[config.mk]
export PLATFORM = sky130hd
export DESIGN_NAME = serial_cmd_rx
export DESIGN_NICKNAME = d
export VERILOG_FILES = /design/src/rtl/scr_pkg.sv /design/src/rtl/scr_sync.sv /design/src/rtl/scr_edge.sv /design/src/rtl/scr_frame_fsm.sv /design/src/rtl/serial_cmd_rx.sv
export SDC_FILE = /design/constraint.sdc
export NUM_CORES = 1
export LEC_CHECK = 0
export ABC_CLOCK_PERIOD_IN_PS = 2600
export BUFFER_PORTS_ARGS = -buffer_cell sky130_fd_sc_hd__buf_4
export CAP_MARGIN = 20
export CORE_MARGIN = 2
export CORE_UTILIZATION = 49
export CTS_BUF_LIST = sky130_fd_sc_hd__clkbuf_4
export CTS_CLUSTER_SIZE = 28
export DETAILED_ROUTE_END_ITERATION = 8
export PLACE_DENSITY = 0.78
export SKIP_CTS_REPAIR_TIMING = 1
export SLEW_MARGIN = 10
export SYNTH_ARGS = -nofsm -noshare
export SYNTH_HDL_FRONTEND = slang
export SYNTH_HIERARCHICAL = 1
export SYNTH_SLANG_ARGS = --single-unit
[constraint.sdc]
create_clock -name clk -period 2.6 [get_ports clk]
set_clock_uncertainty 0.1 [all_clocks]
set_input_delay 0.39 -clock clk [delete_from_list [all_inputs] [get_ports clk]]
set_output_delay 0.39 -clock clk [all_outputs]
set_load 0.05 [all_outputs]
[src/rtl/scr_pkg.sv]
package scr_pkg;

    // Frame receiver states
    typedef enum logic [1:0] {
        ST_IDLE  = 2'd0,
        ST_SHIFT = 2'd1,
        ST_CLOSE = 2'd2
    } rx_state_t;

    // Lane positions inside the synchronized input bundle
    localparam int LANE_DAT = 0;
    localparam int LANE_CLK = 1;
    localparam int LANE_EN  = 2;
    localparam int LANES    = 3;

endpackage

[src/rtl/scr_sync.sv]
module scr_sync #(
    parameter int WIDTH  = 3,
    parameter int STAGES = 2
) (
    input  logic             clk,
    input  logic             rst,
    input  logic [WIDTH-1:0] async_i,
    input  logic [WIDTH-1:0] rst_val_i,
    output logic [WIDTH-1:0] sync_o
);

    logic [WIDTH-1:0] chain_q [STAGES];

    generate
        for (genvar s = 0; s < STAGES; s++) begin : g_stage
            if (s == 0) begin : g_first
                always_ff @(posedge clk) begin
                    if (rst) chain_q[s] <= rst_val_i;
                    else     chain_q[s] <= async_i;
                end
            end else begin : g_next
                always_ff @(posedge clk) begin
                    if (rst) chain_q[s] <= rst_val_i;
                    else     chain_q[s] <= chain_q[s-1];
                end
            end
        end
    endgenerate

    assign sync_o = chain_q[STAGES-1];

endmodule

[src/rtl/scr_edge.sv]
module scr_edge #(
    parameter int WIDTH = 2
) (
    input  logic             clk,
    input  logic             rst,
    input  logic [WIDTH-1:0] lvl_i,
    input  logic [WIDTH-1:0] rst_val_i,
    output logic [WIDTH-1:0] rise_o,
    output logic [WIDTH-1:0] fall_o
);

    logic [WIDTH-1:0] prev_q;

    always_ff @(posedge clk) begin
        if (rst) prev_q <= rst_val_i;
        else     prev_q <= lvl_i;
    end

    generate
        for (genvar i = 0; i < WIDTH; i++) begin : g_det
            assign rise_o[i] = lvl_i[i] & ~prev_q[i];
            assign fall_o[i] = ~lvl_i[i] & prev_q[i];
        end
    endgenerate

endmodule

[src/rtl/scr_frame_fsm.sv]
module scr_frame_fsm
    import scr_pkg::*;
#(
    parameter int CMD_W = 32,
    parameter int CNT_W = $clog2(CMD_W + 2)
) (
    input  logic             clk,
    input  logic             rst,
    input  logic             bit_i,
    input  logic             sclk_rise_i,
    input  logic             en_fall_i,
    input  logic             en_rise_i,
    output logic [CMD_W-1:0] cmd_o,
    output logic             valid_o,
    output logic             err_o
);

    localparam logic [CNT_W-1:0] CNT_FULL = CNT_W'(CMD_W);
    localparam logic [CNT_W-1:0] CNT_SAT  = CNT_W'(CMD_W + 1);

    rx_state_t        state_q, state_d;
    logic [CMD_W-1:0] shift_q;
    logic [CNT_W-1:0] cnt_q;
    logic             take_bit;
    logic             open_frame;

    // State register
    always_ff @(posedge clk) begin
        if (rst) state_q <= ST_IDLE;
        else     state_q <= state_d;
    end

    // Next state
    always_comb begin
        state_d = state_q;
        unique case (state_q)
            ST_IDLE:  if (en_fall_i) state_d = ST_SHIFT;
            ST_SHIFT: if (en_rise_i) state_d = ST_CLOSE;
            ST_CLOSE: state_d = en_fall_i ? ST_SHIFT : ST_IDLE;
            default:  state_d = ST_IDLE;
        endcase
    end

    assign open_frame = en_fall_i && (state_q != ST_SHIFT);
    assign take_bit   = (state_q == ST_SHIFT) && sclk_rise_i && !en_rise_i;

    // Shift register and saturating bit counter
    always_ff @(posedge clk) begin
        if (rst) begin
            shift_q <= '0;
            cnt_q   <= '0;
        end else if (open_frame) begin
            shift_q <= '0;
            cnt_q   <= '0;
        end else if (take_bit) begin
            shift_q <= {shift_q[CMD_W-2:0], bit_i};
            if (cnt_q != CNT_SAT) cnt_q <= cnt_q + 1'b1;
        end
    end

    // Outputs
    always_ff @(posedge clk) begin
        if (rst) begin
            cmd_o   <= '0;
            valid_o <= 1'b0;
            err_o   <= 1'b0;
        end else begin
            valid_o <= 1'b0;
            err_o   <= 1'b0;
            if (state_q == ST_CLOSE) begin
                if (cnt_q == CNT_FULL) begin
                    cmd_o   <= shift_q;
                    valid_o <= 1'b1;
                end else begin
                    err_o <= 1'b1;
                end
            end
        end
    end


    valid_err_excl_chk: assert property (@(posedge clk) disable iff (rst)
        !(valid_o && err_o));


    valid_single_chk: assert property (@(posedge clk) disable iff (rst)
        valid_o |=> !valid_o);


    commit_after_close_chk: assert property (@(posedge clk) disable iff (rst)
        (valid_o || err_o) |-> $past(state_q) == ST_CLOSE);


    cmd_hold_chk: assert property (@(posedge clk) disable iff (rst)
        (cmd_o != $past(cmd_o)) |-> valid_o);


    cnt_bound_chk: assert property (@(posedge clk) disable iff (rst)
        cnt_q <= CNT_SAT);


    idle_ignore_chk: assert property (@(posedge clk) disable iff (rst)
        (state_q == ST_IDLE && !en_fall_i) |=> $stable(cnt_q) && $stable(shift_q));

endmodule

[src/rtl/serial_cmd_rx.sv]
module serial_cmd_rx
    import scr_pkg::*;
#(
    parameter int CMD_W     = 32,
    parameter int SYNC_STGS = 2
) (
    input  logic             clk,
    input  logic             rst,
    input  logic             ser_clk_i,
    input  logic             ser_dat_i,
    input  logic             ser_en_n_i,
    output logic [CMD_W-1:0] cmd_o,
    output logic             cmd_valid_o,
    output logic             frame_err_o
);

    localparam logic [LANES-1:0] SYNC_RST = LANES'(1) << LANE_EN;
    localparam logic [1:0]       EDGE_RST = 2'b10;

    logic [LANES-1:0] raw;
    logic [LANES-1:0] syncd;
    logic [1:0]       rise, fall;

    assign raw[LANE_DAT] = ser_dat_i;
    assign raw[LANE_CLK] = ser_clk_i;
    assign raw[LANE_EN]  = ser_en_n_i;

    scr_sync #(.WIDTH(LANES), .STAGES(SYNC_STGS)) u_sync (
        .clk       (clk),
        .rst       (rst),
        .async_i   (raw),
        .rst_val_i (SYNC_RST),
        .sync_o    (syncd)
    );

    // edge lane 0: serial clock, lane 1: enable
    scr_edge #(.WIDTH(2)) u_edge (
        .clk       (clk),
        .rst       (rst),
        .lvl_i     ({syncd[LANE_EN], syncd[LANE_CLK]}),
        .rst_val_i (EDGE_RST),
        .rise_o    (rise),
        .fall_o    (fall)
    );

    scr_frame_fsm #(.CMD_W(CMD_W)) u_fsm (
        .clk         (clk),
        .rst         (rst),
        .bit_i       (syncd[LANE_DAT]),
        .sclk_rise_i (rise[0]),
        .en_fall_i   (fall[1]),
        .en_rise_i   (rise[1]),
        .cmd_o       (cmd_o),
        .valid_o     (cmd_valid_o),
        .err_o       (frame_err_o)
    );

endmodule

* Yosys cells after proc, flatten, opt, wreduce, memory -nomap -nowiden *
Memories as Yosys holds them, arrays and structs flattened.
Cells that the tools add are included.
W data, S select, Z words.

cells by class
  $mul = 0
  shifts and indexed selects = 0
  div/mod/pow operators = 0
  magnitude comparators = 0
  equality and inequality tests = 7
  bitwise operators = 9
  muxes and demuxes = 11
  add/sub/neg operators = 1
  reductions and logical operators = 10

operators by type and width
  cell                   number
  $add A6 B1 Y6 const B  1
  $eq A6 B6 Y1 const B   1
  $mux W1                6
  $mux W3                2
  $ne A2 B1 Y1 const B   3
  $ne A6 B6 Y1 const B   1
  $pmux W2 S3            1
  $reduce_and A2 Y1      3
  $mux W2                2
  $not A1 Y1             4
  $reduce_or A2 Y1       2
  $and A1 B1 Y1          3
  $logic_and A1 B1 Y1    3
  $eq A2 B1 Y1 const B   1
  $eq A2 B2 Y1 const B   1
  $logic_not A2 Y1       1
  $or A1 B1 Y1           2
  $logic_not A1 Y1       1

word-level totals
  bits in latches = 0
  input bits = 5
  output and inout port bits = 34
  logic and storage cells = 46
  RAM bits = 6
  register bits = 76
  memories kept = 1
  bits in read-only memories = 0

memories
  memory          depth  bits a word  rd ports  clocked after Yosys merged registers in  write ports  RTL line        text
  u_sync.chain_q  2      3            2         0                                        2            scr_sync.sv:12  logic [WIDTH-1:0] chain_q [STAGES];

* Depth between registers and ports, before layout *
Gate-level depths: netlist of run 1.

  depth after elaboration = 5
  gate-level depth with buffers = 6

* Cells and area by module *
The synthesis of run 1 kept the hierarchy.

by module, submodules not included
  module         area each (um^2)  sequential area each (um^2)  cells an instance  instances
  scr_frame_fsm  2904.0            1481.4                       333                1
  scr_sync       221.5             120.1                        13                 1
  scr_edge       95.1              40.0                         8                  1
  serial_cmd_rx  7.5               0.0                          2                  1

* Worst setup path before layout of run 1 *
OpenSTA, ideal clock, no wires.

  kind = register to register
  start point = memory u_sync.chain_q[1][2]
  end point = register u_fsm.shift_q[0]
  period minus slack after synthesis = 1531 ps
  path slack = 1069 ps
  path buffers = 2
  library setup time = 70 ps
  arrival time = 1360 ps
  cell stages (with the launch flop) = 7
  cells stage by stage = dfxtp_1 nor2b_1 nand4bb_1 buf_2 clkbuf_1 nand2_1 a21oi_1

RTL lines
  element               RTL line             text
  start, declared       scr_sync.sv:12
  end signal, assigned  scr_frame_fsm.sv:56  shift_q <= {shift_q[CMD_W-2:0], bit_i};
  end, declared         scr_frame_fsm.sv:22  logic [CMD_W-1:0] shift_q;

==> metrics.md, run 1 <==
| Metric | Value |
|---|---|
| Status | `finished clean` |
| Global placer's final weighted congestion | `0.772` |
| Num rows | `29` |
| Crit path max fanout | `23` |
| YS warnings | `6` |
| RSZ-0062 raised after global routing | `no` |
| Post-DP HPWL | `roughly 3700 um` |
| Clock period minus final worst setup slack | `1.93 ns` |
| Hold Fails Final Rpt | `0` |
| Htree depth | `3` |
| Number of CTS-inserted buffers | `9` |
| Area delta synth->final | `15.0%` |
| Kind of start point of the critical path | `flop` |
| WL met2 | `around 2600 um` |
| Max layer used | `met4` |
| Starting Density | `50.7%` |
| Worst Path Required | `approximately 2.9 ns` |
| Leak pwr | `1.31 nW` |
| DRT Wirelength | `5600 um` |
| Maximum vdd drop | `approximately 0.4 mV` |
| Vias in the first global route | `between 2000 and 2500` |
| Max Root-Sink Buffers | `2` |
| Iteration-0 DRC count of the detailed router | `115` |
| Via count | `2365` |
| Mapped Area | `between 3000 and 4000 sq um` |
| Gr ovfl total | `0` |
| Setup WS pre-CTS | `between 0.6 and 0.7 ns` |
| Wire length on met3 | `227 um` |
| Full die area | `roughly 7200 sq um` |
| DIE WIDTH | `85.1 um` |
| Sink Count | `82` |
| DIE HEIGHT | `85.1 um` |
| Initial antenna violation count | `0` |
| Overall Power | `2.18 mW` |
| I/O pin cnt | `39` |
| Power per cell area | `589 nW/um^2` |
| Synth Area per Inst | `9.08 sq um` |
| Setup-failing EPs final | `0` |
| PortBufs | `38` |
| R2R Path End | `u_fsm/cnt_q[5]$_SDFFE_PP0P_` |
| Largest net degree at the start of global routing | `37` |
| Critical path class | `reg -> reg` |
| GRT Overall Usage | `16.0%` |
| ANT nets after route | `0` |
| RR Startpoint | `u_sync/chain_q[1][2]$_DFF_P_` |
| Min-delay src | `ser_dat_i` |
| First-pass DRT Iterations | `4` |
| Share of cells above drive strength 1 | `18.4%` |
| Worst-path clk slew | `0.12 ns` |
| CTS tree | `done` |
| Post-route clock period utilization | `74.1%` |
| Slew @ Worst Pin | `0.588 ns` |
| Antenna cell count | `0` |
| CORE AREA | `6350 sq um` |
| Vias/cell | `4.99` |
| Max_cap viols | `0` |
| Worst path arrival time | `2.18 ns` |
| Clock Tree Root | `clkbuf_4` |
| WHS Path Cells | `2` |
| WL/cell | `about 12 um` |
| Hold_ws | `0.0912 ns` |
| Most frequent cells in the layout | `nand2_1 (131), dfxtp_1 (82), buf_4 (44)` |
| CP Capture Type | `flop` |
| Worst hold path type | `in -> reg` |
| Global-route wire length before repair | `9400 um` |
| Worst Hold End | `u_sync/chain_q[0][0]$_DFF_P_` |
| Insertion delay to the later sink of the worst-skew pair | `0.41 ns` |
| Setup TNS | `0 ns` |
| Worst R2R Path Depth | `5` |
| Mapped Cells | `355` |
| Slew margin rel. | `about three fifths` |
| Fmax | `0.519 GHz` |
| Fillers | `567` |
| R2R setup slack | `0.67 ns` |
| Commonest non-fill, non-tap cell in the layout | `nand2_1` |
| WL met1 | `2650 um` |
| Slew Viols, Final | `0` |
| Nets | `~400` |
| # DRC | `0` |
| Worst setup margin | `0.673 ns` |
==> power by group <==
group | total [mW] | leakage, nW | internal, mW | switching, mW
registers | 1.28 | 0.663 | 1.27 | 0.00710
logic | 0.101 | 0.564 | 0.0397 | 0.0613
clock network | 0.805 | 0.0785 | 0.394 | 0.411
total | 2.18 | 1.31 | 1.70 | 0.479
==> registers in the layout, indices dropped and copies added, names as in the netlist <==
name            count
u_fsm/cmd_o        32
u_fsm/shift_q      32
u_fsm/cnt_q         6
u_sync/chain_q      6
u_edge/prev_q       2
u_fsm/state_q       2
u_fsm/err_o         1
u_fsm/valid_o       1
==> layer usage <==
metal,vias up,track usage (%)
met3,5,4.09
met4,0,6.93
li1,1234,-
met5,-,0
met1,1085,19.2
met2,41,27.3
==> cell type report <==
class,instances,area [sq um],area share [%]
clock buffers,10,75.1,2.03
clock inverters,5,80.1,2.16
inverters,5,18.8,0.507
multi-input cells,250,1440,38.9
flip-flops and latches,82,1640,44.3
well taps,77,96.3,2.60
repair buffers,45,350,9.46
==> through the flow <==
step | utilization [%] | area (sq um) | instances
floorplan | - | 3240 | 361
global placement | 55.9 | 3550 | 459
detailed placement | 55.9 | 3550 | 459
CTS | 58.3 | 3700 | 474
global route | 58.3 | 3700 | 474
finish | 58.3 | 3700 | 474
==> worst max-delay path: stages, from the launching register on <==
cell       delay (ns)
dfxtp_1          0.34
nor2b_1          0.18
nand4bb_1        0.32
buf_4            0.29
or4_1            0.51
a21oi_1          0.14
==> how the worst max path moves through the flow <==
stage,startpoint,endpoint,slack [ns],cells past startpoint
after floorplan,u_sync/chain_q[1][2]$_DFF_P_,u_fsm/shift_q[0]$_SDFFE_PP0P_,1.07,6
after global placement,u_sync/chain_q[1][2]$_DFF_P_,u_fsm/cnt_q[5]$_SDFFE_PP0P_,0.71,5
after detailed placement,u_sync/chain_q[1][2]$_DFF_P_,u_fsm/cnt_q[5]$_SDFFE_PP0P_,0.68,5
after CTS,u_sync/chain_q[1][2]$_DFF_P_,u_fsm/cnt_q[5]$_SDFFE_PP0P_,0.65,5
after global routing,u_sync/chain_q[1][2]$_DFF_P_,u_fsm/cnt_q[5]$_SDFFE_PP0P_,0.56,5
final,u_sync/chain_q[1][2]$_DFF_P_,u_fsm/cnt_q[5]$_SDFFE_PP0P_,0.67,5
No activity file was read; power rests on OpenSTA's default activity.
==> run 2: changes to the inputs <==
- ABC_CLOCK_PERIOD_IN_PS: 2600 -> 1750
- PLACE_DENSITY: 0.78 -> 0.81
- clock period: 2.6 -> 1.75 ns (I/O delays scaled with it)
==> metrics.md, run 2 (synthesized netlist as in run 1, its figures left out) <==
| Metric | Value |
|---|---|
| Top flop regs | `u_fsm/cmd_o x32, u_fsm/shift_q x32` |
| Max_cap viols | `0 (unchanged)` |
| Kind of start point of the critical path | `flop` |
| Clock period minus final worst setup slack | `1.59 ns (-0.341 ns)` |
| ANT nets after route | `0 (unchanged)` |
| DRT Wirelength | `5750 um (+2.8%)` |
| Commonest non-fill, non-tap cell in the layout | `nand2_1` |
| I/O pin cnt | `39 (unchanged)` |
| Largest net degree at the start of global routing | `44 (+19%)` |
| Power per cell area | `821 nW/um^2 (+39%)` |
| Sink Count | `82 (unchanged)` |
| CP Capture Type | `flop` |
| Worst hold path type | `in -> reg` |
| Num rows | `29 (unchanged)` |
| Crit path max fanout | `18 (-22%)` |
| Flop pwr share | `60.4% (+1.9 points)` |
| PortBufs | `38 (unchanged)` |
| Area delta synth->final | `18.8%` |
| Global-route wire length before repair | `9740 um (+3.6%)` |
| Post-DP HPWL | `3770 um (+2.1%)` |
| Critical path class | `reg -> reg` |
| Full die area | `7240 sq um (unchanged)` |
| Crit path from | `u_fsm/cnt_q[2]$_SDFFE_PP0P_` |
| Post-route clock period utilization | `90.6% (+17 points)` |
| Initial antenna violation count | `0 (unchanged)` |
| RR Startpoint | `u_fsm/cnt_q[2]$_SDFFE_PP0P_` |
| Starting Density | `50.7% (unchanged)` |
| Hold Fails Final Rpt | `0 (unchanged)` |
| Pint | `2.43 mW (+43%)` |
| Gr ovfl total | `0 (unchanged)` |
| Post-place instance area | `3640 sq um (+2.5%)` |
| WL/cell | `11.9 um (+0.84%)` |
| Setup TNS | `0 ns (unchanged)` |
| Worst setup margin | `0.164 ns (-0.509 ns)` |
| Setup-failing EPs final | `0 (unchanged)` |
| Min-delay src | `rst` |
| Leak pwr | `1.36 nW (+3.8%)` |
| Via count | `2437 (+3.0%)` |
| CTS tree | `done` |
| Overall Power | `3.14 mW (+44%)` |
| Share of cells above drive strength 1 | `19.7% (+1.3 points)` |
| Maximum vdd drop | `0.476 mV (+16%)` |
| Nets | `409 (+2.0%)` |
| Clock group share of total power | `33.8% (-3.1 points)` |
| Sw frac | `22.6% (+0.63 points)` |
| GRT Overall Usage | `16.7% (+0.63 points)` |
| Slew Viols, Final | `0 (unchanged)` |
| Number of CTS-inserted buffers | `9 (unchanged)` |
| Vias in the first global route | `2232 (+2.6%)` |
| Iteration-0 DRC count of the detailed router | `121 (+5.2%)` |
| Setup WS pre-CTS | `0.0630 ns (-0.620 ns)` |
| R2R setup slack | `0.16 ns (-0.51 ns)` |
| Worst-path clk slew | `0.11 ns (about the same)` |
| Htree depth | `3 (unchanged)` |
| Antenna cell count | `0 (unchanged)` |
| Worst path arrival time | `1.82 ns (-0.36 ns)` |
| Insertion delay to the later sink of the worst-skew pair | `0.41 ns (about the same)` |
| Comb pwr share | `5.8% (+1.2 points)` |
| # DRC | `0 (unchanged)` |
| RSZ-0062 raised after global routing | `no` |
| DIE WIDTH | `85.1 um (unchanged)` |
| Worst Path Required | `1.98 ns (-0.87 ns)` |
| Sw Pwr | `0.709 mW (+48%)` |
| Max Root-Sink Buffers | `2 (unchanged)` |
| Clock Tree Root | `clkbuf_4` |
| Vias/cell | `5.05 (+1.1%)` |
| Post-route cell area | `3830 sq um (+3.3%)` |
| First-pass DRT Iterations | `6 (+2)` |
| Global placer's final weighted congestion | `0.753 (-2.5%)` |
| Status | `finished clean` |
| CORE AREA | `6350 sq um (unchanged)` |
| Most frequent cells in the layout | `nand2_1 (131), dfxtp_1 (82), buf_4 (44)` |
| DIE HEIGHT | `85.1 um (unchanged)` |
| Fmax | `0.630 GHz (+21%)` |
[run 2: changes by cell type in the layout (fill, tap and decap cells not counted), sizes merged]
cell         previous run  this run
buf                    45        50
bufinv                  2         1
clkinv                  1         3
clkinvlp                2         1
clkbuf                 10        11
dlygate4sd3             0         3
[run 2: worst paths after layout]
path,cells after the start,end
worst max-delay path,4,u_fsm/cmd_o[16]$_SDFFE_PP0P_
worst min-delay path,2,u_fsm/state_q[0]$_SDFFE_PP0P_
worst min register to register,2,u_fsm/shift_q[0]$_SDFFE_PP0P_
worst max register to register,4,u_fsm/cmd_o[16]$_SDFFE_PP0P_
[run 2: stage by stage]
step | hold slack [ns] | cells | util, %
6_report | 0.0372 | 483 | 60.3
4_1_cts | -0.0608 | 480 | 59.4
2_1_floorplan | 0.232 | 361 | -
3_3_place_gp | 0.322 | 464 | 57.3
5_1_grt | 0.0280 | 483 | 60.3
3_5_place_dp | 0.345 | 464 | 57.3
[run 2: metal layers]
layer  track usage [%]  up-vias  wire (um)
met2              29.2       53       2860
li1                  -     1260          -
met4              4.33        0         42
met5                 0        -          0
met3              5.84        4        274
met1              19.4     1120       2570
[run 2: worst max-delay path: stages (launching register included)]
cell	delay [ns]
dfxtp_1	0.39
nor4b_4	0.30
and4b_2	0.33
buf_12	0.19
mux2i_1	0.21
[run 2: area by class of cell]
class / instances / area (sq um)
Fill cell: 553 / 2520
Tap cell: 77 / 96.3
Clock buffer: 11 / 82.6
Sequential cell: 82 / 1640
Inverter: 5 / 18.8
Clock inverter: 5 / 55.1
Timing Repair Buffer: 53 / 472
Multi-Input combinational cell: 250 / 1460
[run 2: power groups by stage]
stage	clock network (mW)	registers [mW]	logic, mW
after floorplan	0	1.94	0.115
after global routing	1.18	1.90	0.197
after detailed placement	0	1.94	0.171
final	1.06	1.90	0.181
after global placement	0	1.94	0.167
after CTS	1.10	1.90	0.171
==> run 3: changes to the inputs <==
- CAP_MARGIN: 20 -> 15
- CELL_PAD_IN_SITES_DETAIL_PLACEMENT: not set -> 1
- CELL_PAD_IN_SITES_GLOBAL_PLACEMENT: not set -> 1
- CORE_UTILIZATION: 49 -> 41
- PLACE_DENSITY: 0.81 -> 0.86
- TNS_END_PERCENT: not set -> 10
==> metrics.md, run 3 (synthesized netlist as in run 1, its figures left out) <==
| Metric | Value |
|---|---|
| Nets | `409 (unchanged)` |
| DRT Wirelength | `6620 um (+15%)` |
| Antenna cell count | `0 (unchanged)` |
| Most frequent cells in the layout | `nand2_1 (131), dfxtp_1 (82), buf_4 (47)` |
| Gr ovfl total | `0 (unchanged)` |
| Starting Density | `41.9% (-8.8 points)` |
| Kind of start point of the critical path | `flop` |
| Max_cap viols | `0 (unchanged)` |
| Max Root-Sink Buffers | `2 (unchanged)` |
| Largest delay share family, worst path | `simple AND/OR/NAND/NOR gates` |
| Vias in the first global route | `2642 (+18%)` |
| Number of CTS-inserted buffers | `9 (unchanged)` |
| Core Util, Final | `49.9% (-10 points)` |
| Hold Fails Final Rpt | `0 (unchanged)` |
| Post-route cell area | `3840 sq um (+0.23%)` |
| Slew Viols, Final | `0 (unchanged)` |
| Post-place instance area | `3640 sq um (+0.17%)` |
| Power per cell area | `854 nW/um^2 (+4.1%)` |
| Share of cells above drive strength 1 | `19.5% (-0.20 points)` |
| Flop pwr share | `57.9% (-2.5 points)` |
| Top flop regs | `u_fsm/cmd_o x32, u_fsm/shift_q x32` |
| PortBufs | `38 (unchanged)` |
| Clock group share of total power | `36.7% (+2.9 points)` |
| Worst-path cell chain | `nor2b_1 > nand4bb_2 > or4_1 > a21oi_1` |
| RSZ-0062 raised after global routing | `yes` |
| Comb pwr share | `5.3% (-0.5 points)` |
| Crit path max fanout | `6 (-12)` |
| GRT Overall Usage | `16.7% (+0.068 points)` |
| Worst hold path type | `in -> reg` |
| Overall Power | `3.28 mW (+4.3%)` |
| WP buf/inv | `0 (-1)` |
| Sink Count | `82 (unchanged)` |
| Area delta synth->final | `19.1%` |
| ANT nets after route | `0 (unchanged)` |
| Worst path arrival time | `1.97 ns (+0.15 ns)` |
| Pint | `2.53 mW (+3.9%)` |
| First-pass DRT Iterations | `4 (-2)` |
| Num rows | `32 (+10%)` |
| Slowest-stage cell, CP | `or4_1` |
| Sw Pwr | `0.749 mW (+5.6%)` |
| Sw frac | `22.9% (+0.29 points)` |
| Leak pwr | `1.35 nW (-0.35%)` |
| Clock Tree Root | `clkbuf_4` |
| Post-route clock period utilization | `97.3% (+6.7 points)` |
| I/O pin cnt | `39 (unchanged)` |
| DIE HEIGHT | `92.6 um (+8.9%)` |
| Fmax | `0.587 GHz (-6.9%)` |
| Clock period minus final worst setup slack | `1.70 ns (+0.117 ns)` |
| Iteration-0 DRC count of the detailed router | `74 (-39%)` |
| R2R setup slack | `0.05 ns (-0.12 ns)` |
| Worst Path Required | `2.02 ns (+0.04 ns)` |
| WL/cell | `13.1 um (+9.8%)` |
| Vias/cell | `4.91 (-2.8%)` |
| Global placer's final weighted congestion | `0.773 (+2.7%)` |
| Via count | `2487 (+2.1%)` |
| CTS tree | `done` |
| CORE AREA | `7690 sq um (+21%)` |
| # DRC | `0 (unchanged)` |
| CP Capture Type | `flop` |
| Maximum vdd drop | `0.374 mV (-21%)` |
| Insertion delay to the later sink of the worst-skew pair | `0.43 ns (+0.02 ns)` |
| Critical path class | `reg -> reg` |
| Status | `finished clean` |
| Commonest non-fill, non-tap cell in the layout | `nand2_1` |
| Full die area | `8580 sq um (+19%)` |
| Htree depth | `3 (unchanged)` |
| Largest net degree at the start of global routing | `50 (+14%)` |
| Worst-path clk slew | `0.12 ns (about the same)` |
| Initial antenna violation count | `0 (unchanged)` |
| Worst path max stage delay | `0.55 ns (+0.16 ns)` |
| Setup-failing EPs final | `0 (unchanged)` |
| DIE WIDTH | `92.6 um (+8.9%)` |
| Post-DP HPWL | `4460 um (+18%)` |
| Global-route wire length before repair | `11400 um (+17%)` |
## run 3: path summary, 6_finish.rpt
kind                                startpoint                             to  depth (start not counted)
setup / recovery  u_sync/chain_q[1][2]$_DFF_P_    u_fsm/cnt_q[5]$_SDFFE_PP0P_                          4
hold / removal                             rst  u_fsm/state_q[0]$_SDFFE_PP0P_                          2
setup reg to reg  u_sync/chain_q[1][2]$_DFF_P_    u_fsm/cnt_q[5]$_SDFFE_PP0P_                          4
hold reg to reg   u_sync/chain_q[1][0]$_DFF_P_  u_fsm/shift_q[0]$_SDFFE_PP0P_                          2
## run 3: power groups by stage
stage                     combinational [mW]  clock (mW)  sequential (mW)
final                                  0.174        1.20             1.90
after global routing                   0.191        1.32             1.90
after CTS                              0.168        1.24             1.90
after detailed placement               0.168           0             1.94
after global placement                 0.163           0             1.94
after floorplan                        0.115           0             1.94
## run 3: metrics by stage
stage          cells  setup slack [ns]  hold WS [ns]  setup TNS (ns)
2_1_floorplan    361             0.219         0.232               0
3_3_place_gp     489             0.126         0.327               0
4_1_cts          504           0.00468       -0.0641               0
5_1_grt          507           -0.0309        0.0306         -0.0509
3_5_place_dp     489            0.0456         0.337               0
6_report         507            0.0470        0.0443               0
## run 3: layer usage
layer	part of all wire, %	GRT usage [%]	up-vias
met1	43	17.6	1189
met2	51	30.5	41
met3	3.4	3.17	11
met4	2.1	10.5	0
li1	-	-	1246
met5	0	0	-
## run 3: layout make-up
| class | instances | area (sq um) |
|---|---|---|
| Clock inverter | 6 | 81.3 |
| Timing Repair Buffer | 53 | 443 |
| Tap cell | 102 | 128 |
| Clock buffer | 9 | 67.6 |
| Sequential cell | 82 | 1640 |
| Inverter | 5 | 18.8 |
| Fill cell | 913 | 3850 |
| Multi-Input combinational cell | 250 | 1460 |
